### config.mk
export PLATFORM = sky130hd
export DESIGN_NAME = amac_core
export DESIGN_NICKNAME = d
export VERILOG_FILES = /design/src/rtl/amac_pkg.sv /design/src/rtl/amac_seq.sv /design/src/rtl/amac_operand.sv /design/src/rtl/amac_accum.sv /design/src/rtl/amac_core.sv
export SDC_FILE = /design/constraint.sdc
export NUM_CORES = 1
export LEC_CHECK = 0
export ABC_AREA = 1
export BUFFER_PORTS_ARGS = -buffer_cell sky130_fd_sc_hd__buf_2
export CORE_MARGIN = 4
export CORE_UTILIZATION = 60
export CTS_BUF_LIST = sky130_fd_sc_hd__clkbuf_4 sky130_fd_sc_hd__clkbuf_8
export CTS_CLUSTER_DIAMETER = 50
export DETAILED_ROUTE_END_ITERATION = 16
export GPL_TIMING_DRIVEN = 0
export PLACE_DENSITY = 0.94
export SLEW_MARGIN = 10
export SYNTH_ARGS = -nofsm -noshare
export SYNTH_HDL_FRONTEND = slang
export SYNTH_SLANG_ARGS = --single-unit
### constraint.sdc
create_clock -name clk -period 11.3 [get_ports clk]
set_clock_uncertainty 0.05 [all_clocks]
set_input_delay 1.695 -clock clk [delete_from_list [all_inputs] [get_ports clk]]
set_output_delay 1.695 -clock clk [all_outputs]
set_load 0.005 [all_outputs]
### src/rtl/amac_pkg.sv
package amac_pkg;

  localparam int IN_W    = 24;
  localparam int ACC_W   = 26;
  localparam int Y_W     = 13;
  localparam int MIX_W   = 20;
  localparam int EXT_W   = 16;
  localparam int COEF_W  = 16;
  localparam int SCALE   = 12;
  localparam int TMP_AW  = 7;
  localparam int SEL_W   = 6;
  localparam int MEMS_N  = 32;
  localparam int MIXS_N  = 16;
  localparam int MEMS_AW = $clog2(MEMS_N);
  localparam int MIXS_AW = $clog2(MIXS_N);
  localparam int PROD_W  = IN_W + Y_W;
  localparam int MIX_SH  = IN_W - MIX_W;
  localparam int EXT_SH  = IN_W - EXT_W;
  localparam int LOW_HI  = 15;
  localparam int LOW_LO  = 4;

  localparam logic [SEL_W-1:0] SEL_MIX0 = SEL_W'(MEMS_N);
  localparam logic [SEL_W-1:0] SEL_EXT0 = SEL_W'(MEMS_N + MIXS_N);
  localparam logic [SEL_W-1:0] SEL_EXT1 = SEL_W'(MEMS_N + MIXS_N + 1);

  typedef enum logic [1:0] {
    Y_FRC  = 2'd0,
    Y_COEF = 2'd1,
    Y_HIGH = 2'd2,
    Y_LOW  = 2'd3
  } ysrc_e;

  // Input bank choice with the per-bank scaling.
  function automatic logic [IN_W-1:0] input_pick(
    input logic [SEL_W-1:0] sel,
    input logic [IN_W-1:0]  mems,
    input logic [MIX_W-1:0] mixs,
    input logic [EXT_W-1:0] e0,
    input logic [EXT_W-1:0] e1
  );
    logic [IN_W-1:0] r;
    r = '0;
    if (sel < SEL_MIX0)       r = mems;
    else if (sel < SEL_EXT0)  r = {mixs, {MIX_SH{1'b0}}};
    else if (sel == SEL_EXT0) r = {e0, {EXT_SH{1'b0}}};
    else if (sel == SEL_EXT1) r = {e1, {EXT_SH{1'b0}}};
    return r;
  endfunction

  // Y source slicing.
  function automatic logic [Y_W-1:0] y_pick(
    input ysrc_e            s,
    input logic [Y_W-1:0]   frc,
    input logic [COEF_W-1:0] coef,
    input logic [IN_W-1:0]  yr
  );
    logic [Y_W-1:0] r;
    unique case (s)
      Y_FRC:   r = frc;
      Y_COEF:  r = coef[COEF_W-1 -: Y_W];
      Y_HIGH:  r = yr[IN_W-1 -: Y_W];
      default: r = {1'b0, yr[LOW_HI:LOW_LO]};
    endcase
    return r;
  endfunction

  // Signed product at full width, scaled down, cut to accumulator width.
  function automatic logic [ACC_W-1:0] mac_scale(
    input logic [IN_W-1:0] x,
    input logic [Y_W-1:0]  y
  );
    logic signed [PROD_W-1:0] xe;
    logic signed [PROD_W-1:0] ye;
    logic signed [PROD_W-1:0] p;
    xe = {{(PROD_W-IN_W){x[IN_W-1]}}, x};
    ye = {{(PROD_W-Y_W){y[Y_W-1]}}, y};
    p  = xe * ye;
    p  = p >>> SCALE;
    return p[ACC_W-1:0];
  endfunction

  // Addend formation.
  function automatic logic [ACC_W-1:0] b_form(
    input logic [ACC_W-1:0] acc,
    input logic [IN_W-1:0]  tmp,
    input logic             bsel,
    input logic             negb,
    input logic             zero
  );
    logic [ACC_W-1:0] r;
    r = bsel ? acc : {{(ACC_W-IN_W){tmp[IN_W-1]}}, tmp};
    if (negb) r = -r;
    if (zero) r = '0;
    return r;
  endfunction

endpackage

### src/rtl/amac_seq.sv
module amac_seq #(
  parameter int STEPS    = 128,
  parameter int RING_LEN = 64,
  localparam int SW = $clog2(STEPS),
  localparam int RW = $clog2(RING_LEN + 1)
) (
  input  logic          clk,
  input  logic          rst_n,
  input  logic          step_valid,
  output logic [SW-1:0] step_q,
  output logic [RW-1:0] ring_q,
  output logic          done_q,
  output logic          frame_start,
  output logic          last_step
);

  localparam logic [SW-1:0] LAST = SW'(STEPS - 1);

  assign frame_start = (step_q == '0);
  assign last_step   = (step_q == LAST);

  always_ff @(posedge clk or negedge rst_n) begin
    if (!rst_n) begin
      step_q <= '0;
      ring_q <= RW'(RING_LEN);
      done_q <= 1'b0;
    end else begin
      done_q <= step_valid && last_step;
      if (step_valid) begin
        step_q <= last_step ? '0 : step_q + 1'b1;
        if (last_step) begin
          ring_q <= (ring_q == RW'(1)) ? RW'(RING_LEN) : ring_q - 1'b1;
        end
      end
    end
  end

endmodule

### src/rtl/amac_operand.sv
module amac_operand
  import amac_pkg::*;
#(
  parameter int RING_LEN = 64,
  localparam int RW = $clog2(RING_LEN + 1)
) (
  input  logic [SEL_W-1:0]   f_ira,
  input  logic               f_xsel,
  input  logic               f_zero,
  input  logic               f_bsel,
  input  logic               f_negb,
  input  logic [TMP_AW-1:0]  f_tra,
  input  logic [1:0]         f_ysel,
  input  logic [RW-1:0]      ring_pos,
  input  logic [IN_W-1:0]    mems_data,
  input  logic [MIX_W-1:0]   mixs_data,
  input  logic [EXT_W-1:0]   ext0_data,
  input  logic [EXT_W-1:0]   ext1_data,
  input  logic [IN_W-1:0]    tmp_data,
  input  logic [COEF_W-1:0]  coef_data,
  input  logic [ACC_W-1:0]   acc_eff,
  input  logic [IN_W-1:0]    yreg_eff,
  input  logic [Y_W-1:0]     frc_eff,
  output logic [MEMS_AW-1:0] mems_idx,
  output logic [MIXS_AW-1:0] mixs_idx,
  output logic [TMP_AW-1:0]  tmp_idx,
  output logic [IN_W-1:0]    sel_in,
  output logic [ACC_W-1:0]   b_op,
  output logic [IN_W-1:0]    x_op,
  output logic [Y_W-1:0]     y_op
);

  logic [TMP_AW-1:0] ring_lo;

  generate
    if (RW >= TMP_AW) begin : g_ring_cut
      assign ring_lo = ring_pos[TMP_AW-1:0];
    end else begin : g_ring_ext
      assign ring_lo = {{(TMP_AW-RW){1'b0}}, ring_pos};
    end
  endgenerate

  assign mems_idx = f_ira[MEMS_AW-1:0];
  assign mixs_idx = f_ira[MIXS_AW-1:0];
  assign tmp_idx  = f_tra + ring_lo;

  assign sel_in = input_pick(f_ira, mems_data, mixs_data, ext0_data, ext1_data);
  assign b_op   = b_form(acc_eff, tmp_data, f_bsel, f_negb, f_zero);
  assign x_op   = f_xsel ? sel_in : tmp_data;
  assign y_op   = y_pick(ysrc_e'(f_ysel), frc_eff, coef_data, yreg_eff);

endmodule

### src/rtl/amac_accum.sv
module amac_accum
  import amac_pkg::*;
(
  input  logic             clk,
  input  logic             rst_n,
  input  logic             step_valid,
  input  logic             frame_start,
  input  logic             f_yrl,
  input  logic             frc_wr,
  input  logic [Y_W-1:0]   frc_wdata,
  input  logic [IN_W-1:0]  sel_in,
  input  logic [IN_W-1:0]  x_op,
  input  logic [Y_W-1:0]   y_op,
  input  logic [ACC_W-1:0] b_op,
  output logic [ACC_W-1:0] acc_q,
  output logic [IN_W-1:0]  yreg_q,
  output logic [ACC_W-1:0] acc_eff,
  output logic [IN_W-1:0]  yreg_eff,
  output logic [Y_W-1:0]   frc_eff,
  output logic [ACC_W-1:0] prod_sh
);

  logic [Y_W-1:0]   frc_q;
  logic [ACC_W-1:0] acc_nxt;

  // Frame-start view: the registers read as cleared on step 0.
  assign acc_eff  = frame_start ? '0 : acc_q;
  assign yreg_eff = frame_start ? '0 : yreg_q;
  assign frc_eff  = frame_start ? '0 : frc_q;

  assign prod_sh = mac_scale(x_op, y_op);
  assign acc_nxt = prod_sh + b_op;

  always_ff @(posedge clk or negedge rst_n) begin
    if (!rst_n) begin
      acc_q  <= '0;
      yreg_q <= '0;
      frc_q  <= '0;
    end else if (step_valid) begin
      acc_q  <= acc_nxt;
      yreg_q <= f_yrl  ? sel_in    : yreg_eff;
      frc_q  <= frc_wr ? frc_wdata : frc_eff;
    end
  end

endmodule

### src/rtl/amac_core.sv
module amac_core
  import amac_pkg::*;
#(
  parameter int STEPS    = 128,
  parameter int RING_LEN = 64,
  localparam int SW = $clog2(STEPS),
  localparam int RW = $clog2(RING_LEN + 1)
) (
  input  logic               clk,
  input  logic               rst_n,
  input  logic               step_valid,
  input  logic [SEL_W-1:0]   f_ira,
  input  logic               f_xsel,
  input  logic               f_yrl,
  input  logic               f_zero,
  input  logic               f_bsel,
  input  logic               f_negb,
  input  logic [TMP_AW-1:0]  f_tra,
  input  logic [1:0]         f_ysel,
  input  logic               frc_wr,
  input  logic [Y_W-1:0]     frc_wdata,
  output logic [MEMS_AW-1:0] mems_idx,
  input  logic [IN_W-1:0]    mems_data,
  output logic [MIXS_AW-1:0] mixs_idx,
  input  logic [MIX_W-1:0]   mixs_data,
  input  logic [EXT_W-1:0]   ext0_data,
  input  logic [EXT_W-1:0]   ext1_data,
  output logic [TMP_AW-1:0]  tmp_idx,
  input  logic [IN_W-1:0]    tmp_data,
  output logic [SW-1:0]      coef_idx,
  input  logic [COEF_W-1:0]  coef_data,
  output logic [SW-1:0]      step_idx,
  output logic [RW-1:0]      ring_pos,
  output logic [ACC_W-1:0]   acc,
  output logic [IN_W-1:0]    yreg,
  output logic               frame_done
);

  // Named internal events used by the checker.
  logic             frame_start;
  logic             last_step;
  logic [IN_W-1:0]  sel_in;
  logic [ACC_W-1:0] b_op;
  logic [IN_W-1:0]  x_op;
  logic [Y_W-1:0]   y_op;
  logic [ACC_W-1:0] acc_eff;
  logic [IN_W-1:0]  yreg_eff;
  logic [Y_W-1:0]   frc_eff;
  logic [ACC_W-1:0] prod_sh;

  amac_seq #(
    .STEPS    (STEPS),
    .RING_LEN (RING_LEN)
  ) seq_i (
    .clk         (clk),
    .rst_n       (rst_n),
    .step_valid  (step_valid),
    .step_q      (step_idx),
    .ring_q      (ring_pos),
    .done_q      (frame_done),
    .frame_start (frame_start),
    .last_step   (last_step)
  );

  amac_operand #(
    .RING_LEN (RING_LEN)
  ) opnd_i (
    .f_ira     (f_ira),
    .f_xsel    (f_xsel),
    .f_zero    (f_zero),
    .f_bsel    (f_bsel),
    .f_negb    (f_negb),
    .f_tra     (f_tra),
    .f_ysel    (f_ysel),
    .ring_pos  (ring_pos),
    .mems_data (mems_data),
    .mixs_data (mixs_data),
    .ext0_data (ext0_data),
    .ext1_data (ext1_data),
    .tmp_data  (tmp_data),
    .coef_data (coef_data),
    .acc_eff   (acc_eff),
    .yreg_eff  (yreg_eff),
    .frc_eff   (frc_eff),
    .mems_idx  (mems_idx),
    .mixs_idx  (mixs_idx),
    .tmp_idx   (tmp_idx),
    .sel_in    (sel_in),
    .b_op      (b_op),
    .x_op      (x_op),
    .y_op      (y_op)
  );

  amac_accum accum_i (
    .clk         (clk),
    .rst_n       (rst_n),
    .step_valid  (step_valid),
    .frame_start (frame_start),
    .f_yrl       (f_yrl),
    .frc_wr      (frc_wr),
    .frc_wdata   (frc_wdata),
    .sel_in      (sel_in),
    .x_op        (x_op),
    .y_op        (y_op),
    .b_op        (b_op),
    .acc_q       (acc),
    .yreg_q      (yreg),
    .acc_eff     (acc_eff),
    .yreg_eff    (yreg_eff),
    .frc_eff     (frc_eff),
    .prod_sh     (prod_sh)
  );

  assign coef_idx = step_idx;

endmodule

==> out/metrics.csv <==
stage,metric,value,unit
setup_path,CP max stage delay,560,ps
clock_tree,clk root buf,clkbuf_8,
timing,setup TNS,0,ps
placed_design,HPWL Detailed,52310,µm
finish,multi-input logic area,0.01355,mm²
routing,drt drc,0,
timing,FMAX,92.57,MHz
routing,met3 wire len,6823,µm
timing,final hold vios,0,
hold_path,Worst Hold Class,register to register,
floorplanning,Initial Util,60.97,%
synthesis,Post-synth EDFFs,0,
floorplanning,chip height,178.8,µm
global_route,GRT Total Usage,38.35,%
clock_tree,post-CTS setup buffer count,0,
clock_tree,TritonCTS buffer count,9,
synthesis,Synth Flop Type,dfrtp_1,
setup_path,startpoint types,primary input,
synthesis,Synth area leader,fa_1,
clock_tree,hold-fix buffer count after cts,0,
routing,DR top layer,met4,
floorplanning,Core Region,0.02870,mm²
synthesis,"flops & latches, synth",78,
timing,Worst slew margin,17.59,%
global_route,largest net degree at the start of global routing,56,
clock_tree,Max H-tree Level,3,
routing,M1 WL,22770,µm
global_route,initial antenna violation count,0,
routing,final wirelength,60870,µm
routing,antenna-violating nets left,0,
synthesis,"Cell Area, Synth",0.01750,mm²
synthesis,"Async S/R FF share, synth",100.0,%
finish,ANT cells,0,
global_route,global route total overflow,0,
finish,fillers,2398,
timing,endpoints failing setup,0,
floorplanning,Die ar.,0.03196,mm²
timing,Worst Tran Pin Value,1223,ps
floorplanning,Cell Rows,62,
timing,RSZ-0062 raised after global routing,no,
clock_tree,TritonCTS clock tree,done,
routing,routed len/inst,20.70,µm
setup_path,Worst EP arrival,10990,ps
finish,Final nets,3108,
clock_tree,clk buf depth,2,
flow_run,Max Cap Viol,0,
finish,"most common cell after layout, fill and taps aside",nand2_1,
synthesis,Cells after Synth,2303,
synthesis,syn_nets,2860,
timing,post-route setup slack,497.8,ps
timing,Final Cycle Share,95.59,%
finish,FF/Latch Area,0.001953,mm²
finish,"commonest cells after routing, fill and taps aside","nand2_1 (502), inv_1 (412), fa_1 (284)",
setup_path,crit-path max FO,10,
clock_tree,"CTS clk-pin slew, worst paths",100,ps
routing,met2 WL post-DR,27660,µm
synthesis,top cell type's share of synthesized area,32.49,%
synthesis,ranking of synthesized cells by area,"fa_1 (32%), dfrtp_1 (11%), nand2_1 (11%), inv_1 (8.9%), ha_1 (8.6%)",
routing,via count,17530,
synthesis,synth warn,0,
routing,drt initial violations,1753,
placed_design,GPL Wtd Cong,1.040,
floorplanning,Top Ports,241,
setup_path,crit end category,register,
finish,layout cells sized above 1,13.34,%
placed_design,count of input and output buffers,235,
synthesis,"Avg Cell Area, Syn",7.598,µm²
clock_tree,Clock Sinks,78,
routing,drt pass-1 iters,6,
global_route,first-pass GRT wire length,94390,µm
placed_design,pre-CTS setup slack,120.3,ps
global_route,number of global-route vias before repair,17580,
setup_path,Slowest cell on crit path,fa_1,
finish,Area growth syn-to-layout,11.03,%
timing,min cycle time layout,10800,ps
synthesis,Yosys cell types,56,
setup_path,Required @ worst endpoint,11490,ps
finish,post-layout util,67.69,%
routing,Vias/cell,5.962,
run_status,outcome,finished clean,
setup_path,WS Path Type,primary input to register,
timing,WHS,475.5,ps
timing,pins over their slew limit,0,
synthesis,sequential area share after synthesis,11.16,%
floorplanning,Die W,178.8,µm
clock_tree,clk_lat worst skew,380,ps
## flip-flops by register name, summed over array words and instances (netlist names)
signal          cells
accum_i.acc_q      26
accum_i.yreg_q     24
accum_i.frc_q      13
seq_i.ring_q        7
seq_i.step_q        7
seq_i.done_q        1
## area by class of cell
type,count,share of cell area [%]
Multi-Input combinational cell,1716,69.72
Sequential cell,78,10.05
Inverter,430,8.339
Timing Repair Buffer,237,6.246
Tap cell,384,2.473
Buffer,79,1.990
Clock buffer,9,0.6375
Clock inverter,7,0.5409
## kinds of logic after synthesis
kind of cell / count (synthesis) / synth area share, %
xor+xnor: 53 / 2.653
flops: 78 / 11.16
simple gates: 867 / 20.24
compound gates: 392 / 13.41
fa+ha+maj: 404 / 41.07
buf+inv: 509 / 11.46
## metal layers
layer | vias to the layer above | global-route usage (%)
met5 | - | 0
met4 | 0 | 19.48
met3 | 227 | 8.414
met2 | 1195 | 59.87
met1 | 8398 | 50.60
li1 | 7708 | -
## through the flow
stage          std cells  cell area (µm²)
2_1_floorplan       2303            17500
3_3_place_gp        2922            19160
3_5_place_dp        2924            19190
4_1_cts             2940            19420
5_1_grt             2940            19430
6_report            2940            19430
## repair_timing
action / in CTS / in global routing
endpoints found under the hold margin: 0 / 0
setup endpoints to repair: 0 / 5
gates resized for setup: 0 / 8
## path summary, 6_finish.rpt
path | start | to | slack [ps] | cells past startpoint
max | f_ira[1] | accum_i.acc_q[22] | 500 | 37
min | accum_i.acc_q[11] | accum_i.acc_q[11] | 480 | 2
max reg2reg | seq_i.step_q[1] | accum_i.acc_q[22] | 1070 | 37
min reg2reg | accum_i.acc_q[11] | accum_i.acc_q[11] | 480 | 2
max in group asynchronous | rst_n | accum_i.yreg_q[1] | 9440 | 2
min in group asynchronous | rst_n | seq_i.step_q[5] | 1160 | 1
## critical path: cells and delay by family
| kind | cells | cell delay (ps) |
|---|---|---|
| XOR/XNOR | 2 | 370 |
| AND/OR/NAND/NOR | 12 | 2320 |
| buffers and inverters | 6 | 910 |
| AO/OA/AOI/OAI | 9 | 1920 |
| adder cells (fa/ha/maj) | 8 | 3780 |
## synth_stat cells, drive strengths merged, types with 13 or more instances
master and instances:
nand3 84, a21oi 126, a221oi 13, fa 284
inv 424, o21ai 161, buf 34, dfrtp 77
nor2 235, nand2 509, xor2 37, nor3 14
xnor2 16, o221ai 17, ha 120, clkbuf 45
Power is left out: the tool's default activity adds up to more than one toggle a clock period on the data nets, which glitch-free logic cannot reach.
